==> src/rtl/irl_pkg.sv <==
package irl_pkg;

  localparam int unsigned IRL_LVL_W_DEF   = 4;
  localparam int unsigned IRL_CHAIN_N_DEF = 15;

  // Command bundle produced for one chain position in an update cycle.
  typedef struct packed {
    logic asrt;
    logic deasrt;
    logic enab;
  } irl_cmd_t;

endpackage

==> src/rtl/irl_level_reg.sv <==
module irl_level_reg #(
  parameter int unsigned LVL_W = 4
) (
  input  logic             clk,
  input  logic             rst_n,
  input  logic [LVL_W-1:0] level_i,
  output logic [LVL_W-1:0] level_q,
  output logic             update_q
);

  logic             lvl_load;
  logic [LVL_W-1:0] level_d;
  logic             update_d;

  // next-state
  always_comb begin
    lvl_load = (level_i != level_q);
    level_d  = level_q;
    if (lvl_load) begin
      level_d = level_i;
    end
    update_d = lvl_load;
  end

  // registers
  always_ff @(posedge clk or negedge rst_n) begin
    if (!rst_n) begin
      level_q  <= '0;
      update_q <= 1'b0;
    end else begin
      if (lvl_load) begin
        level_q <= level_d;
      end
      update_q <= update_d;
    end
  end

endmodule

==> src/rtl/irl_pos_decode.sv <==
module irl_pos_decode #(
  parameter int unsigned LVL_W   = 4,
  parameter int unsigned CHAIN_N = 15
) (
  input  logic [LVL_W-1:0]   level_q,
  input  logic               update_q,
  output logic [CHAIN_N-1:0] sel_oh
);

  localparam int unsigned LVL_MAX = (1 << LVL_W) - 1;

  // Position i answers to level LVL_MAX - i (level XOR all-ones).
  for (genvar gi = 0; gi < CHAIN_N; gi++) begin : g_pos
    localparam logic [LVL_W-1:0] MATCH = LVL_W'(LVL_MAX - gi);
    always_comb begin
      sel_oh[gi] = update_q && (level_q == MATCH);
    end
  end

endmodule

==> src/rtl/irl_strobe_cell.sv <==
module irl_strobe_cell
  import irl_pkg::*;
(
  input  logic     update_q,
  input  logic     sel,
  input  logic     active,
  input  logic     cnt_zero,
  output irl_cmd_t cmd
);

  always_comb begin
    cmd        = '0;
    if (update_q) begin
      if (sel) begin
        cmd.asrt = !active;
        cmd.enab = cnt_zero;
      end else begin
        cmd.deasrt = active;
      end
    end
  end

endmodule

==> src/rtl/irl_level_decoder.sv <==
module irl_level_decoder
  import irl_pkg::*;
#(
  parameter int unsigned LVL_W   = IRL_LVL_W_DEF,
  parameter int unsigned CHAIN_N = IRL_CHAIN_N_DEF
) (
  input  logic               clk,
  input  logic               rst_n,
  input  logic [LVL_W-1:0]   level_i,
  input  logic [CHAIN_N-1:0] src_active_i,
  input  logic [CHAIN_N-1:0] src_cnt_zero_i,
  output logic [CHAIN_N-1:0] assert_stb_o,
  output logic [CHAIN_N-1:0] deassert_stb_o,
  output logic [CHAIN_N-1:0] enable_stb_o
);

  logic [LVL_W-1:0]   level_q;
  logic               update_q;
  logic [CHAIN_N-1:0] sel_oh;
  irl_cmd_t           cmd [CHAIN_N];

  irl_level_reg #(.LVL_W(LVL_W)) u_lvl (
    .clk      (clk),
    .rst_n    (rst_n),
    .level_i  (level_i),
    .level_q  (level_q),
    .update_q (update_q)
  );

  irl_pos_decode #(.LVL_W(LVL_W), .CHAIN_N(CHAIN_N)) u_dec (
    .level_q  (level_q),
    .update_q (update_q),
    .sel_oh   (sel_oh)
  );

  for (genvar gi = 0; gi < CHAIN_N; gi++) begin : g_cell
    irl_strobe_cell u_cell (
      .update_q (update_q),
      .sel      (sel_oh[gi]),
      .active   (src_active_i[gi]),
      .cnt_zero (src_cnt_zero_i[gi]),
      .cmd      (cmd[gi])
    );
    always_comb begin
      assert_stb_o[gi]   = cmd[gi].asrt;
      deassert_stb_o[gi] = cmd[gi].deasrt;
      enable_stb_o[gi]   = cmd[gi].enab;
    end
  end

endmodule

==> config.mk <==
export PLATFORM = sky130hd
export DESIGN_NAME = irl_level_decoder
export DESIGN_NICKNAME = d
export VERILOG_FILES = /design/src/rtl/irl_pkg.sv /design/src/rtl/irl_level_reg.sv /design/src/rtl/irl_pos_decode.sv /design/src/rtl/irl_strobe_cell.sv /design/src/rtl/irl_level_decoder.sv
export SDC_FILE = /design/constraint.sdc
export NUM_CORES = 1
export LEC_CHECK = 0
export BUFFER_PORTS_ARGS = -buffer_cell sky130_fd_sc_hd__buf_2
export CAP_MARGIN = 20
export CORE_AREA = 2 2 49 51
export CTS_BUF_LIST = sky130_fd_sc_hd__clkbuf_4 sky130_fd_sc_hd__clkbuf_8 sky130_fd_sc_hd__clkbuf_16
export DETAILED_ROUTE_END_ITERATION = 16
export DIE_AREA = 0 0 51 53
export PLACE_DENSITY = 0.92
export SLEW_MARGIN = 15
export SYNTH_ARGS = -nofsm -noshare
export SYNTH_HDL_FRONTEND = slang
export SYNTH_SLANG_ARGS = --single-unit
==> constraint.sdc <==
create_clock -name clk -period 2 [get_ports clk]
set_clock_uncertainty 0.1 [all_clocks]
set_input_delay 0 -clock clk [delete_from_list [all_inputs] [get_ports clk]]
set_output_delay 0 -clock clk [all_outputs]
set_load 0.005 [all_outputs]
== Yosys cells after proc, flatten, opt, wreduce, memory -nomap -nowiden ==
Index checks and enable logic that the tools add are counted.
Widths: inputs -> output; s select.

* Bits of input ports: 36
* Word-level logic and storage cells: 108
* Flip-flop bits (word level): 5
* Output and inout bits: 45

* Multiplexer cells: 60
* Reductions and logical operators: 30
* Eq/ne operators: 16

{| class="wikitable"
|+ Operators by type and width
! operator !! count
|-
| $mux 1 || 45
|-
| $mux 3 || 15
|-
| $eq 4x4->1 const B || 8
|-
| $eq 4x3->1 const B || 4
|-
| $logic_and 1x1->1 || 15
|-
| $logic_not 1->1 || 15
|-
| $eq 4x2->1 const B || 2
|-
| $eq 4x1->1 const B || 1
|-
| $ne 4x4->1 || 1
|}

== Longest topological paths before layout ==
Gate-level depths: netlist of run 1.

* Depth after elaboration: 4
* Depth in mapped cells: 4
* Gate-level depth less buffers: 2

== Cells and area by module ==
Synthesis of run 1 repeated with hierarchy kept, for this count alone.

* Cells, all modules: 81
* Area total of the unflattened synthesis: 661.9 um2

{| class="wikitable"
|+ Modules (own cells, without submodules)
! module !! area each (um2) !! times used !! cells an instance
|-
| irl_strobe_cell || 25.0 || 15 || 3
|-
| irl_level_reg || 181.4 || 1 || 14
|-
| irl_pos_decode || 105.1 || 1 || 22
|}

== Worst setup path before layout of run 1 ==
Ideal clock, no wire load.

* Path kind: register to output
* Start point: register u_lvl.level_q[1]
* End point: output assert_stb_o[14]
* Arrival: 1022 ps
* Setup slack: 878 ps
* Cell stages (with the launch flop): 3
* Required time: 1900 ps
* Buffers on the path: 0
* Cell sequence: dfrtp_1 > or3b_4 > nor3_2

* Cells in the longest elaborated chain, start to end: 4

{| class="wikitable"
|+ RTL lines
! item !! RTL line !! source
|-
| start: declaration || irl_level_reg.sv:7 || <nowiki>output logic [LVL_W-1:0] level_q,</nowiki>
|-
| start signal: assignment || irl_level_reg.sv:32 || <nowiki>level_q <= level_d;</nowiki>
|-
| $eq 4x1->1 || irl_pos_decode.sv:16 || <nowiki>sel_oh[gi] = update_q && (level_q == MATCH);</nowiki>
|-
| $logic_and 1x1->1 || irl_pos_decode.sv:16 ||
|-
| $mux 1 || irl_strobe_cell.sv:14 || <nowiki>if (sel) begin</nowiki>
|-
| $mux 3 || irl_strobe_cell.sv:13 || <nowiki>if (update_q) begin</nowiki>
|-
| end: declaration || irl_level_decoder.sv:12 || <nowiki>output logic [CHAIN_N-1:0] assert_stb_o,</nowiki>
|}

No other way between the ends.

== Worst setup path in the final report of run 1 ==
* Start point: register u_lvl.level_q[2]
* End point: output assert_stb_o[14]

The elaborated chain is that of the path after synthesis.

==> impl_metrics.csv, run 1 <==
group,metric,value,unit
run_status,status,"finished, final reports clean",
logic_synthesis,synthesis.nets,130,
logic_synthesis,ys_seq_area_frac,0.166,
clock_tree,cts_made_buffers,3,
critical_path,r2r_start,"u_lvl.level_q[2]$_DFFE_PN0P_",
critical_path,crit_type,"flop to output pin",
floorplanning,io_pins,81,
floorplanning,start_util,0.352,
critical_path,crit_arrival,1.61,ns
finish,layout.nets,212,
placed_design,pre_cts_ws,0.557,ns
power,ir_worst_vdd,0.298,mV
timing,fin_crit_sh,0.855,
route,viasPerCell,5.06,
clock_tree,cts_max_level,1,
flow_run,cap_violations,0,
route,drcViolationCount,0,
route,ant_nets,0,
finish,drive_above_1_share,0.583,
critical_path,critical_path.max_fanout,18,
logic_synthesis,ys_warn_count,0,
critical_path,crit_end,"assert_stb_o[14]",
placed_design,place_hpwl,2210,um
global_routing,grt.overflow.total,0,
timing,rsz0062_at_grt,"no",
min_path,hold_class,"input pin to output pin",
floorplanning,coreArea,2150,um^2
timing,setup_viol,0,
logic_synthesis,netlist_area,756,um^2
critical_path,start_kind,"flop",
clock_tree,clock-sinks,5,
global_routing,antenna_found_initial,0,
global_routing,grt_first_pass_wirelength,4630,um
critical_path,cp-startpoint,"u_lvl.level_q[2]$_DFFE_PN0P_",
critical_path,r2r_cells,2,
timing,fmax,0.585,GHz
finish,n_fill_cell,232,
floorplanning,rows,17,
route,wl_per_cell,13.8,um
timing,hold_violations,0,
power,p_leak,0.744,nW
global_routing,grt_max_degree,19,
route,drt-initial-drc-count,24,
power,power_density,362,nW/um^2
clock_tree,cts_hold_buf,6,
route,drt_first_pass_iters,4,
route,wirelength,2810,um
timing,period_needed,1.71,ns
clock_tree,clockBufferDepth,2,
timing,maxSlewHeadroom,0.593,
timing,setup_tns,0,ns
critical_path,crit_buf_inv,1,
floorplanning,dieArea,2700,um^2
clock_tree,cts_tree,"yes",
logic_synthesis,synth-seq-cells,5,
clock_tree,cts_resized,0,
floorplanning,die_x,51,um
critical_path,end_kind,"output pin",
critical_path,cp_slowest_cell,"dfrtp_1",
placed_design,place_congestion,0.741,
critical_path,cp_top_family,"simple AND/OR/NAND/NOR gates",
timing,drv_slew,0,
critical_path,worstPathRequired,1.90,ns
timing,worst_slack,0.290,ns
critical_path,crit_cells,3,
critical_path,reg2reg_setup_slack,0.76,ns
logic_synthesis,ys_types,30,
placed_design,portBuffers,80,
critical_path,path_cells,"or3b_4, nor3_2, buf_2",
timing,worstMarginPinSlew,0.611,ns
critical_path,r2r-end,"u_lvl.update_q$_DFF_PN0_",
clock_tree,insertion_delay,0.24,ns
logic_synthesis,synth_area_per_cell,8.04,um^2
finish,n_antenna_cell,0,
route,vias,1028,
critical_path,slowest_delay,0.60,ns
clock_tree,cts_setup_buffers,0,
clock_tree,path_clk_slew,0.04,ns
logic_synthesis,synthCells,94,
clock_tree,root_buffer,"clkbuf_4",
global_routing,track_usage,0.225,
global_routing,grt_pass1_vias,1014,
floorplanning,die_h,53,um
finish,area_delta_synth_final,60.9,%
## sequential cells by signal (all words and copies together), names as in the netlist
signal          cells
u_lvl.update_q      1
u_lvl.level_q       4
## metrics by stage
step	power, W	hold WS (ns)	utilization	area, um^2	cells
floorplan	0.000222	-0.396	-	756	94
global placement	0.000297	-0.284	0.524	1130	193
detailed placement	0.000300	-0.280	0.524	1130	193
CTS	0.000447	0.144	0.566	1220	203
global route	0.000473	0.158	0.566	1220	203
finish	0.000440	0.142	0.566	1220	203
## report_power, final
part           internal (W)  switching [W]
registers          0.000106      0.0000234
clock network     0.0000890      0.0000421
logic             0.0000969      0.0000821
total              0.000292       0.000148
## how the worst min path moves through the flow
stage,from,endpoint,slack (ns),cells past startpoint
4_1_cts,src_active_i[10],assert_stb_o[10],0.14,3
6_report,src_active_i[10],assert_stb_o[10],0.14,3
5_1_grt,src_active_i[14],assert_stb_o[14],0.16,3
3_3_place_gp,rst_n,u_lvl.level_q[2]$_DFFE_PN0P_,-0.28,1
2_1_floorplan,rst_n,u_lvl.level_q[0]$_DFFE_PN0P_,-0.40,0
3_5_place_dp,rst_n,u_lvl.level_q[2]$_DFFE_PN0P_,-0.28,1
## worst min-delay path, stage by stage
cell	delay [ns]
buf_2	0.09
nor3_1	0.04
buf_2	0.12
## cells in the mapped netlist
cell type | n | area share
a21oi_1 | 8 | 0.053
a31oi_1 | 4 | 0.033
and2_2 | 1 | 0.0099
and2b_1 | 1 | 0.0099
and3_1 | 16 | 0.13
and3b_1 | 1 | 0.012
and3b_2 | 1 | 0.013
buf_2 | 1 | 0.0066
buf_4 | 1 | 0.0099
buf_6 | 4 | 0.060
clkbuf_1 | 4 | 0.020
dfrtp_1 | 5 | 0.17
nand2_1 | 12 | 0.060
nand2_2 | 1 | 0.0083
nand2b_4 | 2 | 0.036
nand3_2 | 1 | 0.013
nand3b_2 | 1 | 0.015
nand3b_4 | 1 | 0.026
nand4_1 | 1 | 0.0083
nor2_1 | 1 | 0.0050
nor2b_1 | 1 | 0.0083
nor2b_4 | 2 | 0.036
nor3_1 | 8 | 0.053
nor3_2 | 4 | 0.053
nor3b_1 | 1 | 0.0099
nor4_1 | 1 | 0.0083
nor4_2 | 2 | 0.033
o311a_1 | 3 | 0.040
or3b_4 | 1 | 0.015
xnor2_1 | 4 | 0.046
## layout by cell type (no fill, tap or decap)
cell type       n
dfrtp_1         5
buf_4           1
nand3_2         1
o311a_1         3
a21oi_1         8
clkbuf_4        4
nand4_1         1
nor2b_1         1
and3b_1         1
nor4_2          2
nor4_1          1
nor3_1          8
dlygate4sd3_1   6
xnor2_1         4
and3b_2         1
nand2_2         1
nor3_2          4
and2_2          1
nor2_1          1
nor2b_4         2
nand2_1        12
nor3b_1         1
nand3b_2        1
and2b_1         1
nand2b_4        2
and3_1         16
buf_2          80
or3b_4          1
nand3b_4        1
a31oi_1         4
## metal layers
metal  global-route usage  part of all wire  vias to the layer above
li1                     -                 -                      503
met3               0.0254             0.072                        2
met5                    0                 0                        -
met1                0.271              0.40                      473
met2                0.392              0.52                       50
met4                0.122            0.0089                        0
## kinds of logic (layout without fill, tap and decap cells)
logic type | after synthesis | in the layout | share of synthesized area
AOI/OAI and AO/OA | 15 | 15 | 0.126
xor gates and xnor gates | 4 | 4 | 0.0464
buffers and inverters | 10 | 91 | 0.0960
DFF | 5 | 5 | 0.166
and+or+nand+nor | 60 | 60 | 0.566
## final cells by class
class	instances	area, um^2	area share
multi-input cells	79	558	0.459
repair buffers	87	468	0.385
flip-flops and latches	5	125	0.103
well taps	28	35.0	0.0288
clock buffers	4	30.0	0.0247
Note: power is estimated with default switching activity, not from simulation.
==> run 2: changes to the inputs <==
Settings changed: ABC_AREA set to 1, CORE_AREA 2 2 49 51 to 2 2 48 50, DIE_AREA 0 0 51 53 to 0 0 50 52, PLACE_DENSITY 0.92 to 0.93.
==> run 2 against run 1 <==
  * Wire length down 21%
  * Critical path depth up 2
  * Total power down 5.4%
  * Area after synthesis down 5.6%
  * Global-route usage down 5.8 points
  * Synthesized cell count up 55%
  * Hold slack worse by 0.0084 ns
  * Cell count up 28%
  * Die area down 3.8%
  * Non-clock buffer count unchanged
==> impl_metrics.csv, run 2 <==
group,metric,value,unit
run_status,status,"finished, final reports clean",
finish,layout.nets,268,
timing,rsz0062_at_grt,"no",
global_routing,grt.overflow.total,0,
logic_synthesis,synth_area_per_cell,4.88,um^2
logic_synthesis,synth.most_common_cell,"nor2_1",
clock_tree,path_clk_slew,0.04,ns
finish,area_delta_synth_final,70.5,%
timing,drv_slew,0,
timing,maxSlewHeadroom,0.723,
logic_synthesis,ys_async_sr_fraction,1.00,
route,drt-initial-drc-count,21,
clock_tree,clockBufferDepth,2,
placed_design,place_hpwl,1880,um
timing,setup_tns,0,ns
global_routing,grt_first_pass_wirelength,3530,um
clock_tree,cts_max_level,1,
logic_synthesis,ys_warn_count,0,
logic_synthesis,synthCells,146,
finish,drive_above_1_share,0.394,
logic_synthesis,ys.flop_type,"dfrtp_1",
finish,largestRegisters,"u_lvl.level_q (4), u_lvl.update_q (1)",
global_routing,grt_max_degree,13,
clock_tree,cts_tree,"yes",
floorplanning,start_util,0.339,
timing,hold_violations,0,
power,power_density,342,nW/um^2
clock_tree,cts_made_buffers,3,
logic_synthesis,synth_area_leaders,"nor2_1, nand2_1, dfrtp_1",
power,p_leak,0.852,nW
critical_path,end_kind,"output pin",
finish,final_common_cell,"buf_2",
logic_synthesis,ys_seq_area_frac,0.175,
logic_synthesis,synth-seq-cells,5,
global_routing,antenna_found_initial,0,
global_routing,grt_pass1_vias,900,
critical_path,path_cells,"nand2_1, nor2_4, nand2_1, nor2_1, buf_2",
clock_tree,insertion_delay,0.24,ns
power,power,0.000416,W
finish,largest-register,"u_lvl.level_q",
route,ant_nets,0,
critical_path,crit_arrival,1.47,ns
clock_tree,root_buffer,"clkbuf_4",
critical_path,cp_slowest_cell,"dfrtp_1",
critical_path,worstPathRequired,1.90,ns
floorplanning,rows,17,
power,ir_worst_vdd,0.263,mV
finish,n_antenna_cell,0,
route,wirelength,2220,um
timing,worstMarginPinSlew,0.414,ns
logic_synthesis,synthesis.nets,182,
timing,period_needed,1.57,ns
critical_path,critical_path.max_fanout,10,
floorplanning,die_x,50,um
critical_path,slowest_delay,0.51,ns
clock_tree,clock-sinks,5,
global_routing,track_usage,0.168,
critical_path,crit_type,"flop to output pin",
logic_synthesis,ys_types,11,
critical_path,cpMostUsedCell,"nand2_1",
floorplanning,die_h,52,um
timing,setup_viol,0,
route,viasPerCell,4.23,
route,drt_first_pass_iters,4,
timing,fin_crit_sh,0.784,
flow_run,cap_violations,0,
min_path,hold_class,"input pin to output pin",
timing,fmax,0.638,GHz
route,vias,1095,
placed_design,portBuffers,80,
floorplanning,coreArea,2110,um^2
logic_synthesis,synth_top_cells_by_count,"nor2_1, nand2_1, inv_1",
floorplanning,io_pins,81,
floorplanning,dieArea,2600,um^2
logic_synthesis,yosysTopAreaCell,"nor2_1",
logic_synthesis,yosysTopAreaCellShare,0.242,
placed_design,place_congestion,0.764,
route,wl_per_cell,8.58,um
logic_synthesis,netlist_area,713,um^2
finish,largest_reg_flops,4,
finish,layout_common_cells,"buf_2, nor2_1, nand2_1, inv_1, a21oi_1",
clock_tree,cts_setup_buffers,0,
route,drcViolationCount,0,
logic_synthesis,synth-edff-count,0,
critical_path,start_kind,"flop",
## run 2: worst max-delay path, delay by kind of cell (launching register included)
kind / cells / cell delay [ns]
flip-flops: 1 / 0.51
AND/OR/NAND/NOR: 4 / 0.61
buffers and inverters: 1 / 0.13
## run 2: stage by stage
stage	setup slack [ns]	utilization	hold WS (ns)	std cells	instance area [um^2]
floorplan	1.00	-	-0.396	146	713
global placement	0.725	0.535	-0.279	249	1130
detailed placement	0.676	0.535	-0.280	249	1130
CTS	0.410	0.578	0.135	259	1220
global route	0.232	0.578	0.145	259	1220
finish	0.432	0.578	0.134	259	1220
## run 2: routing by layer
layer	GRT usage	share of wire
met5	0	0
met4	0.0278	0
met3	0.0489	0.091
met2	0.331	0.51
met1	0.175	0.40
## run 2: kinds of logic after synthesis
logic type / Yosys count / share of synthesized area
flip-flops: 5 / 0.175
AND/OR/NAND/NOR: 98 / 0.574
buffers and inverters: 35 / 0.195
AO/OA/AOI/OAI: 8 / 0.0561
## run 2: final cells by class
class                      count  area, um^2
clock buffer                   4        30.0
fill                         218         890
inverter                      29         109
multi-input combinational    106         449
sequential                     5         125
tap                           28        35.0
timing repair buffer          87         468
## run 2: final timing paths
kind | start | end | slack [ns] | depth (start not counted)
setup / recovery | u_lvl.update_q$_DFF_PN0_ | enable_stb_o[4] | 0.43 | 5
hold / removal | src_active_i[14] | assert_stb_o[14] | 0.13 | 3
setup reg to reg | u_lvl.level_q[1]$_DFFE_PN0P_ | u_lvl.update_q$_DFF_PN0_ | 0.98 | 5
hold reg to reg | u_lvl.level_q[3]$_DFFE_PN0P_ | u_lvl.update_q$_DFF_PN0_ | 0.52 | 4
max in group asynchronous | rst_n | u_lvl.level_q[1]$_DFFE_PN0P_ | 1.03 | 3
min in group asynchronous | rst_n | u_lvl.level_q[3]$_DFFE_PN0P_ | 0.58 | 3
## run 2: where the power goes
group / switching, W / internal (W)
clock: 0.0000373 / 0.0000887
combinational: 0.0000899 / 0.0000836
sequential: 0.00000988 / 0.000107
total: 0.000137 / 0.000279
## run 2: timing repair
action                                  4_1_cts  5_1_grt
hold endpoints to repair                     10        0
hold buffers                                  6        0
gates resized for setup                       0        0
endpoints found under the setup margin        0        0
==> run 3: changes to the inputs <==
Settings changed: ABC_AREA 1 to 0, CORE_AREA 2 2 48 50 to 2 2 51 53, DIE_AREA 0 0 50 52 to 0 0 53 55, PLACE_DENSITY 0.93 to 0.86.
Clock period 2 ns to 1.5 ns, I/O delays scaled along.
==> run 3 against run 2 <==
  * Hold slack better by 0.011 ns
  * Die area up 12%
  * Combinational power up 61%
  * Flip-flop and latch count unchanged
  * Clock power up 37%
  * Cell count down 17%
  * Final area up 9.6%
  * Global-route usage up 2.7 points
  * Setup slack worse by 0.41 ns
  * Critical path depth down 2
  * Total power up 48%
  * Count of clock-buffer cells in the layout unchanged
==> impl_metrics.csv, run 3 (synthesized netlist as in run 1, its figures left out) <==
group,metric,value,unit
run_status,status,"finished, final reports clean",
critical_path,crit_arrival,1.38,ns
critical_path,cp_top_family,"simple AND/OR/NAND/NOR gates",
route,ant_nets,0,
power,sequentialPowerShare,0.263,
power,power_density,463,nW/um^2
timing,rsz0062_at_grt,"yes",
clock_tree,cts_max_level,1,
floorplanning,start_util,0.320,
floorplanning,coreArea,2360,um^2
power,pwr-share-clk,0.281,
timing,hold_slack,0.145,ns
timing,hold_violations,0,
global_routing,antenna_found_initial,0,
finish,layout_common_cells,"buf_2, and3_1, nand2_1, buf_4",
timing,setup_viol,0,
global_routing,track_usage,0.195,
route,drcViolationCount,0,
route,wl_per_cell,13.3,um
placed_design,portBuffers,80,
timing,fin_crit_sh,0.987,
timing,maxSlewHeadroom,0.815,
power,swShare,0.332,
power,p_switching,0.000205,W
clock_tree,path_clk_slew,0.04,ns
critical_path,path_cells,"or3b_4, nor3_2, buf_2",
clock_tree,root_buffer,"clkbuf_4",
critical_path,critical_path.max_fanout,7,
min_path,hold_class,"input pin to output pin",
floorplanning,dieArea,2920,um^2
power,power,0.000617,W
finish,area_delta_synth_final,76.3,%
clock_tree,clock-sinks,5,
timing,setup_tns,0,ns
flow_run,cap_violations,0,
finish,largest_reg_flops,4,
clock_tree,clockBufferDepth,2,
global_routing,grt.overflow.total,0,
finish,final_common_cell,"buf_2",
route,drt_first_pass_iters,4,
clock_tree,cts_made_buffers,3,
route,vias,1054,
power,p_comb_frac,0.456,
finish,final_area,1330,um^2
placed_design,dpl_cell_area,1150,um^2
critical_path,crit_type,"flop to output pin",
floorplanning,die_x,53,um
timing,fmax,0.676,GHz
finish,largest-register,"u_lvl.level_q",
critical_path,cp_slowest_cell,"dfrtp_2",
clock_tree,cts_tree,"yes",
placed_design,place_congestion,0.788,
power,p_int,0.000412,W
global_routing,grt_pass1_vias,946,
floorplanning,io_pins,81,
timing,period_needed,1.48,ns
timing,drv_slew,0,
critical_path,start_kind,"flop",
route,drt-initial-drc-count,9,
global_routing,grt_max_degree,19,
finish,layout.nets,222,
global_routing,grt_first_pass_wirelength,4210,um
finish,drive_above_1_share,0.665,
critical_path,crit_buf_inv,1,
floorplanning,die_h,55,um
finish,n_antenna_cell,0,
critical_path,worstPathRequired,1.40,ns
route,wirelength,2860,um
placed_design,pre_cts_ws,0.134,ns
route,viasPerCell,4.90,
critical_path,slowest_delay,0.45,ns
timing,worstMarginPinSlew,0.278,ns
power,p_leak,0.792,nW
finish,largestRegisters,"u_lvl.level_q (4), u_lvl.update_q (1)",
critical_path,end_kind,"output pin",
power,ir_worst_vdd,0.484,mV
floorplanning,rows,18,
clock_tree,insertion_delay,0.24,ns
placed_design,place_hpwl,2160,um
timing,worst_slack,0.0198,ns
==> run 3: cell types whose count changed in the layout (fill, tap and decap cells not counted), moves of 5 or more <==
cell     change
nor2_1      -46
nand2_1     -31
inv_1       -28
and3_1      +15
buf_4        +8
nor3_1       +7
nor3_2       +5
==> run 3: path summary, 6_finish.rpt <==
path                                              start                           end  slack [ns]  depth (start not counted)
setup / recovery           u_lvl.level_q[2]$_DFFE_PN0P_               assert_stb_o[6]        0.02                          3
hold / removal                          src_active_i[8]               assert_stb_o[8]        0.14                          3
setup reg to reg           u_lvl.level_q[3]$_DFFE_PN0P_      u_lvl.update_q$_DFF_PN0_        0.26                          3
hold reg to reg            u_lvl.level_q[2]$_DFFE_PN0P_      u_lvl.update_q$_DFF_PN0_        0.69                          3
max in group asynchronous                         rst_n  u_lvl.level_q[0]$_DFFE_PN0P_        0.51                          3
min in group asynchronous                         rst_n      u_lvl.update_q$_DFF_PN0_        0.58                          3
==> run 3: routing by layer <==
layer / track usage / up-vias / routed length, um
li1: - / 526 / -
met1: 0.232 / 478 / 1170
met2: 0.352 / 44 / 1430
met3: 0.0296 / 6 / 212
met4: 0.0769 / 0 / 41
met5: 0 / - / 0
==> run 3: through the flow <==
stage / instances / util
finish: 215 / 0.563
detailed placement: 198 / 0.487
floorplan: 94 / -
global placement: 198 / 0.487
global route: 215 / 0.563
CTS: 211 / 0.539
==> run 3: repair_timing <==
item | 4_1_cts | 5_1_grt
endpoints found under the hold margin | 10 | 0
gates resized for setup | 5 | 8
setup endpoints to repair | 42 | 36
buffers inserted | 3 | 4
hold buffers | 6 | 0
==> run 3: layout make-up <==
class | instances | area [um^2]
Timing Repair Buffer | 97 | 551
Tap cell | 30 | 37.5
Sequential cell | 5 | 130
Fill cell | 252 | 1030
Multi-Input combinational cell | 79 | 584
Clock buffer | 4 | 30.0
==> run 3: power by group through the flow <==
| stage | Clock [W] | Combinational [W] | Sequential [W] |
|---|---|---|---|
| CTS | 0.000178 | 0.000264 | 0.000162 |
| detailed placement | 0 | 0.000242 | 0.000165 |
| floorplan | 0 | 0.000143 | 0.000153 |
| finish | 0.000173 | 0.000281 | 0.000162 |
| global route | 0.000192 | 0.000307 | 0.000163 |
| global placement | 0 | 0.000240 | 0.000164 |
==> run 3: worst register-to-register path, stage by stage (launching register included) <==
cell	delay [ns]
dfrtp_2	0.50
buf_4	0.18
xnor2_1	0.17
nand4_1	0.14
